<file path="src/rtl/ea_gen_pkg.sv">
package ea_gen_pkg;

    localparam int BANK_W = 8;
    localparam int OFS_W  = 16;
    localparam int ADDR_W = BANK_W + OFS_W;
    localparam int PAGE_W = OFS_W / 2;

    typedef enum logic [3:0] {
        AM_DIR   = 4'd0,
        AM_DIR_X = 4'd1,
        AM_DIR_Y = 4'd2,
        AM_ABS   = 4'd3,
        AM_ABS_X = 4'd4,
        AM_ABS_Y = 4'd5,
        AM_LONG  = 4'd6,
        AM_LONG_X= 4'd7,
        AM_STK   = 4'd8,
        AM_BR8   = 4'd9,
        AM_BR16  = 4'd10
    } am_e;

    typedef struct packed {
        logic [ADDR_W-1:0] addr;
        logic              pgx;
    } ea_res_t;

    // Narrow an index register to its low byte when the 8-bit width applies.
    function automatic logic [OFS_W-1:0] pick_index(input logic [OFS_W-1:0] r,
                                                    input logic narrow);
        return narrow ? {{(OFS_W-PAGE_W){1'b0}}, r[PAGE_W-1:0]} : r;
    endfunction

    // True when the page part of two in-bank offsets differs.
    function automatic logic crossed(input logic [OFS_W-1:0] base,
                                     input logic [OFS_W-1:0] res);
        return base[OFS_W-1:PAGE_W] != res[OFS_W-1:PAGE_W];
    endfunction

endpackage

</file>
<file path="src/rtl/ea_direct_unit.sv">
module ea_direct_unit
    import ea_gen_pkg::*;
(
    input  logic [OFS_W-1:0]  dp,
    input  logic [PAGE_W-1:0] off,
    input  logic [OFS_W-1:0]  idx,
    input  logic              use_idx,
    input  logic              emu,
    output ea_res_t           res
);
    logic [OFS_W-1:0]  base;
    logic [OFS_W-1:0]  full;
    logic [PAGE_W-1:0] page_lo;
    logic              wrap;
    logic [OFS_W-1:0]  ofs;

    always_comb begin
        base    = dp + {{(OFS_W-PAGE_W){1'b0}}, off};
        full    = base + idx;
        page_lo = off + idx[PAGE_W-1:0];
        wrap    = use_idx && emu && (dp[PAGE_W-1:0] == '0);
        if (!use_idx)
            ofs = base;
        else if (wrap)
            ofs = {dp[OFS_W-1:PAGE_W], page_lo};
        else
            ofs = full;
        res.addr = {{BANK_W{1'b0}}, ofs};
        res.pgx  = use_idx && crossed(base, ofs);
    end
endmodule

</file>
<file path="src/rtl/ea_bank_unit.sv">
module ea_bank_unit
    import ea_gen_pkg::*;
(
    input  logic [BANK_W-1:0] bank,
    input  logic [OFS_W-1:0]  ofs,
    input  logic [OFS_W-1:0]  idx,
    input  logic              use_idx,
    output ea_res_t           res
);
    logic [ADDR_W-1:0] base;
    logic [ADDR_W-1:0] sum;

    always_comb begin
        base     = {bank, ofs};
        sum      = base + {{BANK_W{1'b0}}, idx};
        res.addr = use_idx ? sum : base;
        res.pgx  = use_idx && crossed(ofs, sum[OFS_W-1:0]);
    end
endmodule

</file>
<file path="src/rtl/ea_stack_unit.sv">
module ea_stack_unit
    import ea_gen_pkg::*;
(
    input  logic [OFS_W-1:0]  sp,
    input  logic [PAGE_W-1:0] off,
    input  logic              emu,
    output ea_res_t           res
);
    localparam logic [PAGE_W-1:0] EMU_PAGE = PAGE_W'(1);

    logic [OFS_W-1:0]  wide;
    logic [PAGE_W-1:0] low;

    always_comb begin
        wide     = sp + {{(OFS_W-PAGE_W){1'b0}}, off};
        low      = sp[PAGE_W-1:0] + off;
        res.addr = {{BANK_W{1'b0}}, (emu ? {EMU_PAGE, low} : wide)};
        res.pgx  = 1'b0;
    end
endmodule

</file>
<file path="src/rtl/ea_branch_unit.sv">
module ea_branch_unit
    import ea_gen_pkg::*;
(
    input  logic [OFS_W-1:0]  pc,
    input  logic [BANK_W-1:0] pbank,
    input  logic [OFS_W-1:0]  disp_raw,
    input  logic              long_form,
    output ea_res_t           res
);
    logic [OFS_W-1:0] disp;
    logic [OFS_W-1:0] tgt;

    always_comb begin
        disp     = long_form ? disp_raw
                             : {{(OFS_W-PAGE_W){disp_raw[PAGE_W-1]}}, disp_raw[PAGE_W-1:0]};
        tgt      = pc + disp;
        res.addr = {pbank, tgt};
        res.pgx  = 1'b0;
    end
endmodule

</file>
<file path="src/rtl/banked_ea_gen.sv">
module banked_ea_gen
    import ea_gen_pkg::*;
#(
    parameter int PIPE_STAGE = 1
) (
    input  logic        clk,
    input  logic        rst,
    input  logic [3:0]  mode_i,
    input  logic [23:0] opnd_i,
    input  logic [15:0] idx_x_i,
    input  logic [15:0] idx_y_i,
    input  logic        idx8_i,
    input  logic [15:0] dp_base_i,
    input  logic [15:0] sp_i,
    input  logic [7:0]  dbank_i,
    input  logic [7:0]  pbank_i,
    input  logic [15:0] pc_i,
    input  logic        emu_i,
    output logic [23:0] ea_o,
    output logic        pgx_o
);
    logic             narrow;
    logic             sel_y;
    logic             dir_idx;
    logic             bank_idx;
    logic             is_long;
    logic [OFS_W-1:0] x_n;
    logic [OFS_W-1:0] y_n;
    logic [OFS_W-1:0] idx_sel;
    logic [BANK_W-1:0] bank_sel;
    ea_res_t          r_dir, r_bank, r_stk, r_br, nxt;

    assign narrow   = idx8_i | emu_i;
    assign x_n      = pick_index(idx_x_i, narrow);
    assign y_n      = pick_index(idx_y_i, narrow);
    assign sel_y    = (mode_i == AM_DIR_Y) || (mode_i == AM_ABS_Y);
    assign idx_sel  = sel_y ? y_n : x_n;
    assign dir_idx  = (mode_i == AM_DIR_X) || (mode_i == AM_DIR_Y);
    assign bank_idx = (mode_i == AM_ABS_X) || (mode_i == AM_ABS_Y) || (mode_i == AM_LONG_X);
    assign is_long  = (mode_i == AM_LONG) || (mode_i == AM_LONG_X);
    assign bank_sel = is_long ? opnd_i[ADDR_W-1:OFS_W] : dbank_i;

    ea_direct_unit u_dir (
        .dp      (dp_base_i),
        .off     (opnd_i[PAGE_W-1:0]),
        .idx     (idx_sel),
        .use_idx (dir_idx),
        .emu     (emu_i),
        .res     (r_dir)
    );

    ea_bank_unit u_bank (
        .bank    (bank_sel),
        .ofs     (opnd_i[OFS_W-1:0]),
        .idx     (idx_sel),
        .use_idx (bank_idx),
        .res     (r_bank)
    );

    ea_stack_unit u_stk (
        .sp  (sp_i),
        .off (opnd_i[PAGE_W-1:0]),
        .emu (emu_i),
        .res (r_stk)
    );

    ea_branch_unit u_br (
        .pc        (pc_i),
        .pbank     (pbank_i),
        .disp_raw  (opnd_i[OFS_W-1:0]),
        .long_form (mode_i == AM_BR16),
        .res       (r_br)
    );

    always_comb begin
        case (mode_i)
            AM_DIR, AM_DIR_X, AM_DIR_Y:                    nxt = r_dir;
            AM_ABS, AM_ABS_X, AM_ABS_Y, AM_LONG, AM_LONG_X: nxt = r_bank;
            AM_STK:                                        nxt = r_stk;
            AM_BR8, AM_BR16:                               nxt = r_br;
            default:                                       nxt = '0;
        endcase
    end

    generate
        if (PIPE_STAGE != 0) begin : g_reg
            ea_res_t res_q;
            always_ff @(posedge clk) begin
                if (rst) res_q <= '0;
                else     res_q <= nxt;
            end
            assign ea_o  = res_q.addr;
            assign pgx_o = res_q.pgx;
        end else begin : g_comb
            assign ea_o  = nxt.addr;
            assign pgx_o = nxt.pgx;
        end
    endgenerate
endmodule

</file>
<file path="config.mk">
export PLATFORM = sky130hd
export DESIGN_NAME = banked_ea_gen
export DESIGN_NICKNAME = d
export VERILOG_FILES = /design/src/rtl/ea_gen_pkg.sv /design/src/rtl/ea_direct_unit.sv /design/src/rtl/ea_bank_unit.sv /design/src/rtl/ea_stack_unit.sv /design/src/rtl/ea_branch_unit.sv /design/src/rtl/banked_ea_gen.sv
export SDC_FILE = /design/constraint.sdc
export NUM_CORES = 1
export LEC_CHECK = 0
export CORE_MARGIN = 5
export CORE_UTILIZATION = 39
export CTS_BUF_LIST = sky130_fd_sc_hd__clkbuf_2 sky130_fd_sc_hd__clkbuf_4 sky130_fd_sc_hd__clkbuf_8
export CTS_CLUSTER_DIAMETER = 80
export CTS_CLUSTER_SIZE = 16
export DETAILED_ROUTE_END_ITERATION = 16
export DONT_BUFFER_PORTS = 1
export GPL_TIMING_DRIVEN = 0
export SLEW_MARGIN = 20
export SYNTH_ARGS = -nofsm -noshare
export SYNTH_HDL_FRONTEND = slang
export SYNTH_SLANG_ARGS = --single-unit
</file>
<file path="constraint.sdc">
create_clock -name clk -period 12.6 [get_ports clk]
set_input_delay 1.89 -clock clk [delete_from_list [all_inputs] [get_ports clk]]
set_output_delay 1.89 -clock clk [all_outputs]
set_load 0.03 [all_outputs]
</file>
Word level (Yosys, flattened, before mapping)

Cells that the tools add are included.

Bits in registers: 25
Input bits: 128
Output and inout bits: 25
Logic and storage cells: 46

Bitwise gates (word level): 1
Reductions and logical operators: 14
Equality and inequality tests: 12
$add $sub $neg: 7
Muxes and demuxes: 10

Operators with widths:

| operator           | count |
|---|---|
| $mux 16            | 7 |
| $pmux 25 s4        | 1 |
| $add 16x16->16     | 2 |
| $add 16x8->16      | 2 |
| $add 24x16->24     | 1 |
| $mux 24            | 1 |
| $add 8x8->8        | 2 |
| $eq 4x3->1 const B | 4 |
| $ne 8x8->1         | 2 |
| $eq 4x4->1 const B | 3 |
| $eq 4x2->1 const B | 2 |
| $logic_not 8->1    | 1 |
| $mux 8             | 1 |
| $logic_or 1x1->1   | 5 |
| $reduce_or 5->1    | 1 |
| $eq 4x1->1 const B | 1 |
| $logic_and 1x1->1  | 4 |
| $logic_not 4->1    | 1 |
| $reduce_or 3->1    | 1 |
| $reduce_or 2->1    | 1 |
| $or 1x1->1         | 1 |

Logic depth before layout (Yosys ltp)

Word-level depth: 9
Depth in mapped cells: 18

Modules after synthesis

A second synthesis with hierarchy kept.

Cells, all modules: 986
Area, all modules: 7429.6 µm²

By module, submodules not included:

| module         | instances | area an instance (µm²) | sequential area each (µm²) | cells an instance |
|---|---|---|---|---|
| banked_ea_gen  | 1         | 2454.9                 | 500.5                      | 311 |
| ea_direct_unit | 1         | 2104.5                 | 0.0                        | 298 |
| ea_bank_unit   | 1         | 1356.3                 | 0.0                        | 165 |
| ea_branch_unit | 1         | 885.8                  | 0.0                        | 121 |
| ea_stack_unit  | 1         | 628.1                  | 0.0                        | 91 |

Worst setup path after synthesis

Ideal clock, no wire load.

Path kind: input-to-reg
Start: in mode_i[1]
End: reg g_reg.res_q, in the netlist pgx_o
Path slack: 6.384 ns
Data required time: 12.469 ns
Arrival time: 6.084 ns
Stages: 17
Library setup time: 0.131 ns
Path buffers: 2
Cells stage by stage: buf_2 -> inv_2 -> or3_1 -> a21oi_2 -> clkbuf_1 -> mux2_2 -> ha_1 -> fa_1 -> a21oi_1 -> o22ai_1 -> o31a_1 -> o311a_2 -> nand2b_1 -> a311oi_1 -> o211ai_2 -> o41ai_2 -> a31oi_1

Cells in the longest elaborated chain, start to end: 9
Elaborated cells between the ends (all ways): 30
Those cells by class: add/sub: 2; eq/ne: 12; mux: 4; reduce/logical: 12

Ends and longest elaborated chain:

| what                                                | line                                                          | RTL |
|---|---|---|
| start, declared                                     | banked_ea_gen.sv:8                                            | `input logic [3:0] mode_i,` |
| $eq 4x2->1 (tied with other cells)                  | banked_ea_gen.sv:36, banked_ea_gen.sv:38, banked_ea_gen.sv:76 |  |
| $logic_or 1x1->1, on equally long branches          | banked_ea_gen.sv:36, banked_ea_gen.sv:38                      |  |
| $mux 16 or $logic_and 1x1->1 (tied branches)        | banked_ea_gen.sv:37, ea_direct_unit.sv:21                     |  |
| $add 16x16->16 or $logic_and 1x1->1 (tied branches) | ea_direct_unit.sv:19, ea_direct_unit.sv:21                    |  |
| $mux 16                                             | ea_direct_unit.sv:24                                          | `else if (wrap)` |
| $mux 16                                             | ea_direct_unit.sv:22                                          | `if (!use_idx)` |
| $ne 8x8->1                                          | ea_gen_pkg.sv:36                                              | `return base[OFS_W-1:PAGE_W] != res[OFS_W-1:PAGE_W];` |
| $logic_and 1x1->1                                   | ea_direct_unit.sv:29                                          | `res.pgx = use_idx && crossed(base, ofs);` |
| $pmux 25 s4 *                                       | banked_ea_gen.sv:76                                           | `case (mode_i)` |
| end signal, assigned                                | banked_ea_gen.sv:90                                           | `else res_q <= nxt;` |
| end, declared                                       | banked_ea_gen.sv:87                                           | `ea_res_t res_q;` |

Mark *: on every way between the ends. The rest lies on a longest branch, timed or not.
A chain may end at the register's enable or synchronous reset.

Final worst setup path

Same ends and word-level chain as after synthesis.

==> results.sh <==
export IMPL_cts_root_buf="clkbuf_8"
export IMPL_num_rows=44
export IMPL_antenna_found_initial=1
export IMPL_drv_slew=0
export IMPL_drive_above_1_share_pct=8.19
export IMPL_final_nets=941
export IMPL_synth_edff_count=0
export IMPL_gp_congestion=0.953
export IMPL_cts_sinks=25
export IMPL_ctsHtreeMaxLevel=1
export IMPL_first_pass_iters=5
export IMPL_syn_to_final_growth_pct=4.91
export IMPL_cts_tree="done"
export IMPL_p_seq_share_pct=21.5
export IMPL_p_int_mw=0.235
export IMPL_postCtsSetupBuffers=0
export IMPL_yosysMostFrequentCell="nand2_1"
export IMPL_dp_final_hpwl_mm=16.9
export IMPL_ant_nets=0
export IMPL_switching_share_pct=48.0
export IMPL_grt_pass1_vias=5632
export IMPL_post_synth_most_frequent_cells="70 x nand2_1, 62 x ha_1, 59 x a21oi_1"
export IMPL_globalRoute_totalOverflow=0
export IMPL_outcome="complete, no violations"
export IMPL_peakVddDrop_uv=28.7
export IMPL_finalSetupViolations=0
export IMPL_grt_max_degree=16
export IMPL_num_fill_cells=1514
export IMPL_worstHoldStart="pbank_i[5]"
export IMPL_cts_reportedPaths_clkPinSlew_ns=0.10
export IMPL_synth_largest_area_cell="ha_1"
export IMPL_synthFlopType="dfxtp_1"
export IMPL_cts_buffer_depth=2
export IMPL_yosysUniqueCellTypes=88
export IMPL_fp_coreArea_um2=14400
export IMPL_drt_iter0_drc=360
export IMPL_fin_crit_sh_pct=56.2
export IMPL_ys_ff_latch=25
export IMPL_final_util_pct=41.4
export IMPL_fin_cells=929
export IMPL_timing_fmax_ghz=0.141
export IMPL_initial_core_util_pct=39.4
export IMPL_pwr_share_clk_pct=11.7
export IMPL_die_area_um2=17100
export IMPL_yosysSeqAreaShare_pct=8.80
export IMPL_power_frac_comb_pct=66.9
export IMPL_max_cap_violations=0
export IMPL_min_delay_path_depth=1
export IMPL_fin_crit_ns=7.08
export IMPL_worst_slew_pin_slew_ns=1.10
export IMPL_rsz0062_at_grt="false"
export IMPL_grt_pass1_wl_mm=30.2
export IMPL_synth_top_cell_area_share_pct=13.6
export IMPL_syn_nets=936
export IMPL_antennaDiodeCount=0
export IMPL_drt_total_wl_mm=19.6
export IMPL_via_per_inst=6.16
export IMPL_synthCells=741
export IMPL_vias=5725
export IMPL_synthTopCellsByArea="ha_1 14%, dfxtp_1 8.8%, xnor2_1 8.5%"
export IMPL_pin_count=153
export IMPL_cts_buffers=3
export IMPL_cp_arrival_ns=7.24
export IMPL_netlist_area_um2=5690
export IMPL_crit_path_start_kind="primary input"
export IMPL_switchingPower_mw=0.217
export IMPL_holdPathEnd="ea_o[21]$_SDFF_PP0_"
export IMPL_required_ns=12.76
export IMPL_finalSetupTns_ns=0
export IMPL_track_usage_pct=22.3
export IMPL_async_flop_share_pct=0
export IMPL_crit_fanout=10
export IMPL_critical_path_endpoint_type="flop"
export IMPL_cts_hold_buf=0
export IMPL_die_width_um=131
export IMPL_dp_cells=925
export IMPL_hold_viol_final=0
export IMPL_drc_errors=0
export IMPL_min_path_type="in -> reg"
export IMPL_leakage_nw=2.40
export IMPL_yosys_warnings=0
export IMPL_slew_headroom_pct=25.7
export IMPL_wire_per_inst_um=21.1
export IMPL_syn_area_per_cell_um2=7.68
export IMPL_cts_resized=0
export IMPL_port_buffers=0
export IMPL_power_density_nw_per_um2=75.7
export IMPL_die_y_um=131
export IMPL_crit_type="in -> reg"
==> worst max path at each step <==
stage	from	to	slack, ns
after detailed placement	mode_i[1]	pgx_o$_SDFF_PP0_	5.31
after CTS	mode_i[1]	pgx_o$_SDFF_PP0_	5.60
after floorplan	mode_i[1]	pgx_o$_SDFF_PP0_	6.38
final	mode_i[1]	pgx_o$_SDFF_PP0_	5.52
after global placement	mode_i[1]	pgx_o$_SDFF_PP0_	5.36
after global routing	mode_i[1]	pgx_o$_SDFF_PP0_	5.31
==> flip-flops by register name, summed over array words and instances, names as in the netlist <==
register  flops
ea_o         24
pgx_o         1
==> power by group through the flow <==
stage	Clock (mW)	Sequential [mW]	Combinational (mW)
floorplan	0	0.0982	0.236
global placement	0	0.0991	0.289
detailed placement	0	0.0993	0.295
CTS	0.0532	0.0973	0.297
global route	0.0558	0.0976	0.334
finish	0.0527	0.0971	0.302
==> per-stage QoR <==
stage,power [mW],hold WS [ns],instance area [µm²],worst slack [ns]
6_report,0.452,1.73,5970,5.52
5_1_grt,0.488,1.72,5970,5.31
4_1_cts,0.448,1.72,5970,5.60
3_5_place_dp,0.394,2.03,5920,5.31
3_3_place_gp,0.388,2.03,5920,5.36
2_1_floorplan,0.334,2.02,5690,6.38
==> worst max-delay path, stage by stage <==
cell and delay (ns):
buf_2 0.20, inv_2 0.07, or3_1 0.37, a21oi_2 0.54, clkbuf_1 0.77, mux2_2 0.44
ha_1 0.25, fa_1 0.42, a21oi_1 0.21, o22ai_1 0.19, o31a_1 0.31, nor3_1 0.31
nor4_2 0.11, a2111oi_2 0.46, o2111ai_1 0.21, o41ai_2 0.32, a31oi_1 0.16
==> cell families (layout without fill, tap and decap cells) <==
kind of cell	Yosys count	count (layout)	share of synthesized area, %
flops	25	25	8.80
xor+xnor	80	80	13.2
mux	28	28	5.13
simple gates	238	238	21.4
compound gates	254	254	31.1
buf+inv	49	53	5.06
fa+ha+maj	67	67	15.4
==> layout by cell type, fill, tap and decap left out, types with 10 or more instances in the layout <==
cell type,n
o211ai_1,22
nor3_1,19
nand3_1,20
nor2_1,51
dfxtp_1,25
a21o_1,26
inv_1,20
xnor2_1,55
a31oi_1,18
nor2b_1,10
clkbuf_1,13
o21a_1,15
xor2_1,22
nand2_1,70
ha_1,62
a211oi_1,13
mux2i_1,19
a21oi_1,59
o21ai_0,31
nand2b_1,10
==> layout make-up <==
cell class | count | area, µm² | share of cell area [%]
flip-flops and latches | 25 | 500 | 8.39
plain buffers | 28 | 209 | 3.50
well taps | 184 | 230 | 3.86
clock buffers | 3 | 41.3 | 0.692
inverters | 21 | 78.8 | 1.32
multi-input cells | 667 | 4900 | 82.1
clock inverters | 1 | 7.51 | 0.126
==> layer usage <==
metal | global-route usage (%) | routed length, µm | up-vias
met5 | 0 | 0 | -
met4 | 6.59 | 504 | 0
met3 | 1.22 | 868 | 33
met2 | 38.2 | 9320 | 171
met1 | 30.3 | 8890 | 2717
li1 | - | - | 2804
No activity file was read; power rests on OpenSTA's default activity.
